[config.mk]
export PLATFORM = sky130hd
export DESIGN_NAME = dm_read_cache
export DESIGN_NICKNAME = d
export VERILOG_FILES = /design/src/rtl/drc_pkg.sv /design/src/rtl/drc_addr_split.sv /design/src/rtl/drc_byte_pick.sv /design/src/rtl/drc_line_store.sv /design/src/rtl/drc_ctrl.sv /design/src/rtl/dm_read_cache.sv
export SDC_FILE = /design/constraint.sdc
export NUM_CORES = 1
export LEC_CHECK = 0
export BUFFER_PORTS_ARGS = -buffer_cell sky130_fd_sc_hd__buf_2
export CAP_MARGIN = 20
export CORE_MARGIN = 5
export CORE_UTILIZATION = 61
export CTS_CLUSTER_SIZE = 20
export DETAILED_ROUTE_END_ITERATION = 8
export PLACE_DENSITY = 0.86
export REMOVE_ABC_BUFFERS = 1
export SYNTH_ARGS = -nofsm -noshare
export SYNTH_HDL_FRONTEND = slang
export SYNTH_SLANG_ARGS = --single-unit
[constraint.sdc]
create_clock -name clk -period 5.8 [get_ports clk]
set_input_delay 0.58 -clock clk [delete_from_list [all_inputs] [get_ports clk]]
set_output_delay 0.58 -clock clk [all_outputs]
set_load 0.03 [all_outputs]
[src/rtl/drc_pkg.sv]
// Shared types for the direct-mapped read cache.
package drc_pkg;
    // Controller phases: serving lookups, or waiting on a line fetch.
    typedef enum logic [0:0] {
        ST_LOOKUP = 1'b0,
        ST_FILL   = 1'b1
    } ctrl_state_t;
endpackage

[src/rtl/drc_addr_split.sv]
// Splits a byte address into tag, line index and byte offset.
// Assumes ADDR_W > IDX_W + OFF_W. Purely combinational.
module drc_addr_split #(
    parameter int ADDR_W = 16,
    parameter int IDX_W  = 3,
    parameter int OFF_W  = 2,
    localparam int TAG_W = ADDR_W - IDX_W - OFF_W
) (
    input  logic [ADDR_W-1:0] addr,
    output logic [TAG_W-1:0]  tag,
    output logic [IDX_W-1:0]  idx,
    output logic [OFF_W-1:0]  off
);
    // Field extraction: offset lowest, index next, tag on top.
    always_comb begin
        off = addr[OFF_W-1:0];
        idx = addr[OFF_W +: IDX_W];
        tag = addr[ADDR_W-1 -: TAG_W];
    end
endmodule

[src/rtl/drc_byte_pick.sv]
// Selects one byte lane of a line by offset. Byte i sits at bits 8i+7:8i.
module drc_byte_pick #(
    parameter int OFF_W  = 2,
    localparam int LANES  = 1 << OFF_W,
    localparam int LINE_W = 8 * LANES
) (
    input  logic [LINE_W-1:0] line,
    input  logic [OFF_W-1:0]  off,
    output logic [7:0]        byte_o
);
    logic [7:0] lane [LANES];

    for (genvar g = 0; g < LANES; g++) begin : g_lane
        assign lane[g] = line[8*g +: 8];
    end

    // Offset-driven lane multiplexer.
    always_comb byte_o = lane[off];
endmodule

[src/rtl/drc_line_store.sv]
// Valid, tag and data storage for all lines, held in flops.
// One combinational read port that also compares tags, and one write port used by fills.
// Only the valid flags are reset; tag and data are don't-care while invalid.
module drc_line_store #(
    parameter int IDX_W  = 3,
    parameter int TAG_W  = 11,
    parameter int LINE_W = 32,
    localparam int LINES = 1 << IDX_W
) (
    input  logic              clk,
    input  logic              rst_n,
    input  logic [IDX_W-1:0]  rd_idx,
    input  logic [TAG_W-1:0]  rd_tag,
    output logic              rd_hit,
    output logic [LINE_W-1:0] rd_line,
    input  logic              wr_en,
    input  logic [IDX_W-1:0]  wr_idx,
    input  logic [TAG_W-1:0]  wr_tag,
    input  logic [LINE_W-1:0] wr_line
);
    logic [LINES-1:0]             valid_q;
    logic [LINES-1:0][TAG_W-1:0]  tag_q;
    logic [LINES-1:0][LINE_W-1:0] data_q;
    logic [LINES-1:0]             line_we;

    for (genvar g = 0; g < LINES; g++) begin : g_we
        assign line_we[g] = wr_en && (wr_idx == IDX_W'(g));
    end

    // Valid flags: cleared at reset, set by a fill of the line.
    always_ff @(posedge clk) begin
        if (!rst_n) begin
            valid_q <= '0;
        end else begin
            valid_q <= valid_q | line_we;
        end
    end

    // Tag and data arrays: a fill overwrites the selected line.
    always_ff @(posedge clk) begin
        for (int i = 0; i < LINES; i++) begin
            if (line_we[i]) begin
                tag_q[i]  <= wr_tag;
                data_q[i] <= wr_line;
            end
        end
    end

    // Lookup: a hit needs a set valid flag and a matching stored tag.
    always_comb begin
        rd_hit  = valid_q[rd_idx] && (tag_q[rd_idx] == rd_tag);
        rd_line = data_q[rd_idx];
    end
endmodule

[src/rtl/drc_ctrl.sv]
// Sequencing for the read cache: takes a request, steers a hit straight to the
// response, and on a miss holds a fetch request until memory acknowledges it.
// Assumes mem_ack is raised only while mem_req is high.
module drc_ctrl
    import drc_pkg::*;
(
    input  logic clk,
    input  logic rst_n,
    input  logic req_valid,
    input  logic lookup_hit,
    input  logic mem_ack,
    output logic req_ready,
    output logic mem_req,
    output logic hit_take,
    output logic miss_take,
    output logic fill_we
);
    ctrl_state_t state_q, state_d;

    // Handshake decode for the current phase.
    always_comb begin
        req_ready = (state_q == ST_LOOKUP);
        mem_req   = (state_q == ST_FILL);
        hit_take  = req_valid && req_ready && lookup_hit;
        miss_take = req_valid && req_ready && !lookup_hit;
        fill_we   = mem_req && mem_ack;
    end

    // Next phase: a miss enters the fill, an acknowledge leaves it.
    always_comb begin
        state_d = state_q;
        case (state_q)
            ST_LOOKUP: if (miss_take) state_d = ST_FILL;
            ST_FILL:   if (mem_ack)   state_d = ST_LOOKUP;
            default:   state_d = ST_LOOKUP;
        endcase
    end

    // Phase register.
    always_ff @(posedge clk) begin
        if (!rst_n) state_q <= ST_LOOKUP;
        else        state_q <= state_d;
    end
endmodule

[src/rtl/dm_read_cache.sv]
// Direct-mapped read-only cache. A hit answers one cycle after acceptance. A miss
// stalls, fetches the whole line in one acknowledged beat, writes it into the
// line slot and answers in the next cycle.
// Assumes the requester treats a read as taken only on req_valid && req_ready.
module dm_read_cache #(
    parameter int ADDR_W = 16,
    parameter int IDX_W  = 3,
    parameter int OFF_W  = 2,
    localparam int TAG_W  = ADDR_W - IDX_W - OFF_W,
    localparam int LINE_W = 8 << OFF_W
) (
    input  logic              clk,
    input  logic              rst_n,
    input  logic              req_valid,
    input  logic [ADDR_W-1:0] req_addr,
    output logic              req_ready,
    output logic              rsp_valid,
    output logic [7:0]        rsp_data,
    output logic              mem_req,
    output logic [ADDR_W-1:0] mem_addr,
    input  logic              mem_ack,
    input  logic [LINE_W-1:0] mem_data
);
    logic [TAG_W-1:0]  req_tag, tag_q;
    logic [IDX_W-1:0]  req_idx, idx_q;
    logic [OFF_W-1:0]  req_off, off_q;
    logic              lookup_hit;
    logic [LINE_W-1:0] lookup_line;
    logic              hit_take, miss_take, fill_we;
    logic [7:0]        hit_byte, fill_byte;
    logic              rsp_valid_q;
    logic [7:0]        rsp_data_q;

    drc_addr_split #(.ADDR_W(ADDR_W), .IDX_W(IDX_W), .OFF_W(OFF_W)) u_split (
        .addr (req_addr),
        .tag  (req_tag),
        .idx  (req_idx),
        .off  (req_off)
    );

    drc_line_store #(.IDX_W(IDX_W), .TAG_W(TAG_W), .LINE_W(LINE_W)) u_store (
        .clk     (clk),
        .rst_n   (rst_n),
        .rd_idx  (req_idx),
        .rd_tag  (req_tag),
        .rd_hit  (lookup_hit),
        .rd_line (lookup_line),
        .wr_en   (fill_we),
        .wr_idx  (idx_q),
        .wr_tag  (tag_q),
        .wr_line (mem_data)
    );

    drc_ctrl u_ctrl (
        .clk        (clk),
        .rst_n      (rst_n),
        .req_valid  (req_valid),
        .lookup_hit (lookup_hit),
        .mem_ack    (mem_ack),
        .req_ready  (req_ready),
        .mem_req    (mem_req),
        .hit_take   (hit_take),
        .miss_take  (miss_take),
        .fill_we    (fill_we)
    );

    drc_byte_pick #(.OFF_W(OFF_W)) u_pick_hit (
        .line   (lookup_line),
        .off    (req_off),
        .byte_o (hit_byte)
    );

    drc_byte_pick #(.OFF_W(OFF_W)) u_pick_fill (
        .line   (mem_data),
        .off    (off_q),
        .byte_o (fill_byte)
    );

    // Miss capture: hold the address fields for the whole fetch.
    always_ff @(posedge clk) begin
        if (!rst_n) begin
            tag_q <= '0;
            idx_q <= '0;
            off_q <= '0;
        end else if (miss_take) begin
            tag_q <= req_tag;
            idx_q <= req_idx;
            off_q <= req_off;
        end
    end

    // Response register: a one-cycle pulse after a hit or after a fill.
    always_ff @(posedge clk) begin
        if (!rst_n) begin
            rsp_valid_q <= 1'b0;
            rsp_data_q  <= '0;
        end else begin
            rsp_valid_q <= hit_take || fill_we;
            if (hit_take)     rsp_data_q <= hit_byte;
            else if (fill_we) rsp_data_q <= fill_byte;
        end
    end

    // Outputs: line-aligned fetch address and the registered response.
    always_comb begin
        mem_addr  = {tag_q, idx_q, {OFF_W{1'b0}}};
        rsp_valid = rsp_valid_q;
        rsp_data  = rsp_data_q;
    end
endmodule

---- Yosys cells after proc, flatten, opt, wreduce, memory -nomap -nowiden ----
Cells that the tools add are included.
storage, ports and cells
  register bits after elaboration ......... 378
  bits in latches ......................... 0
  memory bits (writable) .................. 0
  ROM bits ................................ 0
  input bits .............................. 52
  memories ................................ 0
operators by class
  $add $sub $neg .......................... 0
  multipliers ............................. 0
  divide/modulo/power cells ............... 0
  order comparisons ....................... 3
  equal/unequal tests ..................... 8
  shifts and indexed selects .............. 0
  mux-type cells .......................... 17
  bitwise operators ....................... 4
  reductions and logical operators ........ 17
operators with widths
  operator            number
  $bmux 32 s3         1
  $mux 8              6
  $bmux 11 s3         1
  $bmux 8 s2          2
  $mux 32             1
  $logic_and 1x1->1   13
  $eq 3x3->1 const B  4
  $eq 11x11->1        1
  $mux 11             1
  $or 8x8->8          1
  $eq 3x2->1 const B  2
  $ge 3x3->1 const B  2
  $not 2->3           2
  $lt 3x4->1 const B  1
  $bmux 1 s3          1
  $eq 3x1->1 const B  1
  $logic_not 3->1     1
  $mux 1              3
  $pmux 1 s2          1
  $reduce_bool 2->1   1
  $logic_not 1->1     1
  $logic_or 1x1->1    1
  $not 1->1           1

---- Depth between registers and ports, before layout ----
  depth in word-level cells ............... 8
  gate-level depth with buffers ........... 12
  mapped depth without buffers ............ 7

---- Hierarchy ----
From an unflattened synthesis, not the netlist that was laid out.
unflattened totals
  cell total of the unflattened synthesis .. 687
  area total of the unflattened synthesis .. 15,068.2 um^2
modules (own cells, without submodules)
  module          times used  cells an instance  area an instance (um^2)  sequential area each (um^2)
  drc_line_store  1           553                13,411.6                 10,490.1
  dm_read_cache   1           91                 1,079.8                  500.5
  drc_byte_pick   2           10                 196.4                    0.0
  drc_addr_split  1           16                 120.1                    0.0
  drc_ctrl        1           7                  63.8                     20.0

---- Worst setup path after synthesis ----
No wires, ideal clock.
  kind .................................... register to register
  start point ............................. register u_ctrl.state_q (netlist: u_ctrl.mem_req)
  end point ............................... register u_store.data_q[0] (netlist name) (enable)
  setup time .............................. 554 ps
  arrival ................................. 4,925 ps
  data required time ...................... 5,246 ps
  setup slack ............................. 321 ps
  cell stages (with the launch flop) ...... 3
  buffers on the path ..................... 0
  period minus slack after synthesis ...... 5,479 ps
  path through ............................ dfxtp_1 nand2_1 nor4_1
between the ends
  word-level cells in the longest chain between the ends .. 2
RTL lines
  element                          RTL line              RTL
  from (decl)                      drc_ctrl.sv:18        ctrl_state_t state_q, state_d;
  from (signal assigned)           drc_ctrl.sv:42        else state_q <= state_d;
  $logic_and 1x1->1                drc_ctrl.sv:26        fill_we = mem_req && mem_ack;
  $logic_and 1x1->1                drc_line_store.sv:27  assign line_we[g] = wr_en && (wr_idx == IDX_W'(g));
  net u_store.line_we[0]           drc_line_store.sv:24  logic [LINES-1:0] line_we;
  to (signal, indexed assignment)  drc_line_store.sv:44  data_q[i] <= wr_line;
  to (decl)                        drc_line_store.sv:23  logic [LINES-1:0][LINE_W-1:0] data_q;
The timed path passes the listed nets, and every way through them passes these cells.
A chain may end at the register's enable or synchronous reset.

---- Worst setup path after layout ----
  start point ............................. input req_addr[2]
  end point ............................... register rsp_data_q[2] (netlist: rsp_data[2])
between the ends
  word-level cells in the longest chain between the ends .. 6
  elaborated cells between the ends (all ways) .. 14
  those cells by class .................... 1 x eq/ne; 10 x mux; 3 x reduce/logical
RTL lines
  element                                                                   RTL line                                    RTL
  from (decl)                                                               dm_read_cache.sv:15                         input logic [ADDR_W-1:0] req_addr,
  $bmux 32 s3 / $bmux 11 s3 (equally long branches)                         drc_line_store.sv:52, drc_line_store.sv:51
  $mux 32 (not written as such) / $mux 11 (equally long branches)           drc_line_store.sv:52, drc_line_store.sv:51
  $bmux 8 s2 / $eq 11x11->1 (equally long branches)                         drc_byte_pick.sv:18, drc_line_store.sv:51
  $mux 8 (not written as such) / $logic_and 1x1->1 (equally long branches)  drc_byte_pick.sv:18, drc_line_store.sv:51
  $mux 8 (not written as such) / $logic_and 1x1->1 (equally long branches)  drc_byte_pick.sv:18, drc_ctrl.sv:24
  $mux 8 / $reduce_bool 2->1 (equally long branches)                        --
  to (signal assigned)                                                      dm_read_cache.sv:99                         if (hit_take) rsp_data_q <= hit_byte;
  to (signal assigned)                                                      dm_read_cache.sv:100                        else if (fill_we) rsp_data_q <= fill_byte;
  to (decl)                                                                 dm_read_cache.sv:32                         logic [7:0] rsp_data_q;
Several ways; a longest one is shown, not always the timed one. The select of a mux whose other input is x is not followed.

==> flow_summary.json <==
{
  "slew_violations": 0,
  "synth_top_family_by_area": "multiplexers",
  "crit_chain": "buf_4 -> buf_4 -> mux4_2 -> and2_1 -> a32oi_1 -> a2111oi_2 -> and4_1 -> nand2_4 -> a211oi_1",
  "core-area_mm2": 0.0242,
  "hold_viol": 0,
  "drive_gt1_frac": 0.269,
  "crit_slowest_cell": "and4_1",
  "synth_top_cell_by_area": "edfxtp_1",
  "synth_compound_area_frac": 0.0481,
  "p_clk_frac": 0.406,
  "switchingPower_mw": 1.19,
  "synth_cell_types": 42,
  "synth_xor_area_frac": 0.00471,
  "antenna_found_initial": 0,
  "avgViaCountPerCell": 6.57,
  "drt_iter0_drc": 1071,
  "regArea_mm2": 0.0110,
  "crit_type": "input port to flip-flop",
  "diodes": 0,
  "multi_input_area_mm2": 0.00367,
  "status": "complete, no violations",
  "start_kind": "input port",
  "total_leakage_power_nw": 5.69,
  "ys_top_cells_by_count": "edfxtp_1, mux4_2, mux2i_1, dfxtp_1, a211oi_1",
  "gr-total-overflow": 0,
  "first_global_vias": 8273,
  "rsz0062_at_grt": "false",
  "seqPwrFrac": 0.535,
  "clock.fmax_mhz": 263,
  "synthMuxAreaShare": 0.156,
  "fin_skew_ns": 0.0178,
  "setup_violations": 0,
  "async_flop_share": 0,
  "ctsResizeCount": 0,
  "io_buffers": 76,
  "slew_headroom": 0.312,
  "tightest_slew_ns": 1.03,
  "tns_ns": 0,
  "dieArea_mm2": 0.0276,
  "clk_latency_ns": 0.52,
  "max_cap_viol_count": 0,
  "syn_inst": 784,
  "synth.most_common_cell": "edfxtp_1",
  "vias": 8026,
  "hpwl_um": 17400,
  "synth_edf_count": 344,
  "crit_required_ns": 6.20,
  "crit_top_cell": "buf_4",
  "htreeDepth": 2,
  "cp_max_fo": 36,
  "rows": 57,
  "drc_errors": 0,
  "routed_wl_um": 33200,
  "grt_usage": 0.238,
  "synth_top_area_frac": 0.694,
  "critPathTopFamily": "simple AND/OR/NAND/NOR gates",
  "start_util": 0.616,
  "numCtsBuffers": 37,
  "arrival_ns": 4.21,
  "cts_tree": "done",
  "synthFlopType": "edfxtp_1",
  "die_x_um": 166,
  "grt_pass1_wl_um": 49800,
  "syn2layout_area_growth_pct": 12.9,
  "grt_max_degree": 71,
  "p_total_mw": 5.66,
  "p_int_mw": 4.47,
  "synth_simple_gate_area_frac": 0.0341,
  "hp-class": "input port to flip-flop",
  "cts_buffer_depth": 3,
  "antenna_left": 0,
  "dieHeight_um": 166,
  "synth.area.top_cells": "edfxtp_1, mux4_2, dfxtp_1",
  "yosysSeqAreaShare": 0.739,
  "cts.sinks": 378,
  "end_kind": "flip-flop",
  "place_congestion": 0.789,
  "p_comb_frac": 0.058,
  "cts_setup_buffers": 0,
  "peakVddDrop_mv": 0.317,
  "critPathBufInv": 2,
  "numPlacedInstances": 1154,
  "cp_slowest_stage_delay_ns": 0.85,
  "layoutNonFillerInstCount": 1221,
  "synth_seq_cells": 378,
  "ys.warnings.count": 0,
  "io_pins": 79,
  "synthAdderAreaFrac": 0,
  "finalCritPeriodShare": 0.657,
  "ctsHoldBuffers": 0,
  "cts_root_buf": "clkbuf_16",
  "swShare": 0.210,
  "nets": 922,
  "p_per_area_mw_per_mm2": 337,
  "wl_per_cell_um": 27.1,
  "drt_pass1_iterations": 5,
  "final.fill_count": 1459,
  "syn_area_per_cell_um2": 19.0,
  "synth_area_mm2": 0.0149,
  "path_clk_slew_ns": 0.06,
  "fin_crit_ns": 3.81
}
## path summary, 6_finish.rpt
check        depth (start not counted)          startpoint                 end  slack [ns]
max reg2reg                          7   u_store.tag_q[25]         rsp_data[2]        2.52
min reg2reg                          2  u_store.valid_q[2]  u_store.valid_q[2]        0.47
min                                  2             mem_ack      u_ctrl.mem_req        0.32
max                                  9         req_addr[2]         rsp_data[2]        1.99
## cell families after synthesis
kind of cell | Yosys count
AOI/OAI and AO/OA | 111
xor gates and xnor gates | 8
buffers and inverters | 51
DFF | 378
muxes | 140
other | 1
and+or+nand+nor | 95
## state kept, by name, indices dropped and copies added (netlist names)
name,count
idx_q,3
off_q,2
rsp_data,8
rsp_valid,1
tag_q,11
u_ctrl.mem_req,1
u_store.data_q,256
u_store.tag_q,88
u_store.valid_q,8
## worst register-to-register path: stages, from the launching register on
cell	delay, ns
edfxtp_1	0.41
mux4_2	0.48
mux2i_1	0.19
xnor2_1	0.13
a2111oi_4	0.46
and4_1	0.85
nand2_4	0.27
a211oi_1	0.37
## cell usage in the layout, fill, tap and decap left out, types with 3 or more instances in the layout
cell         n
clkbuf_1    12
a21oi_1     24
nor3_2       4
nor2_1      20
mux4_2      73
clkbuf_16   39
nand3_1     19
nand2b_1     4
dfxtp_1     34
nand2_1     16
clkinv_1     4
nor4_2       5
a22oi_1     13
buf_4       17
nor2_4       3
mux2i_1     60
clkinv_2     5
mux2_2       7
a211oi_1    25
nor4_1       4
o21ai_1      9
clkbuf_8     5
buf_2       74
edfxtp_1   344
o21ai_0     22
xnor2_1      8
o22ai_1      8
nor2b_1     11
## per-layer routing
layer	GRT usage	part of all wire	vias to the layer above
li1	-	-	3376
met1	0.310	0.36	4025
met2	0.408	0.51	534
met3	0.0509	0.10	91
met4	0.0776	0.030	0
met5	0	0	-
## power by group through the flow
stage / Sequential [mW] / Clock [mW] / Combinational, mW
6_report: 3.03 / 2.30 / 0.331
5_1_grt: 3.03 / 2.46 / 0.351
4_1_cts: 3.03 / 2.33 / 0.326
3_5_place_dp: 3.09 / 0 / 0.319
3_3_place_gp: 3.09 / 0 / 0.309
2_1_floorplan: 3.10 / 0 / 0.159
## per-stage QoR
stage | setup WS, ns | utilization | cell area, um^2 | hold slack, ns
after floorplan | 0.0453 | - | 14700 | 0.435
after global placement | 1.82 | 0.646 | 15600 | 0.445
after detailed placement | 1.59 | 0.646 | 15600 | 0.454
after CTS | 1.99 | 0.694 | 16800 | 0.314
after global routing | 1.75 | 0.695 | 16800 | 0.330
final | 1.99 | 0.695 | 16800 | 0.325
## area by class of cell
cell class	instances	area share
sequential	378	0.655
multi-input combinational	356	0.219
clock buffer	56	0.0648
timing repair buffer	93	0.0319
tap	324	0.0241
clock inverter	10	0.00476
inverter	4	0.000893
No activity file was read; power rests on OpenSTA's default activity.
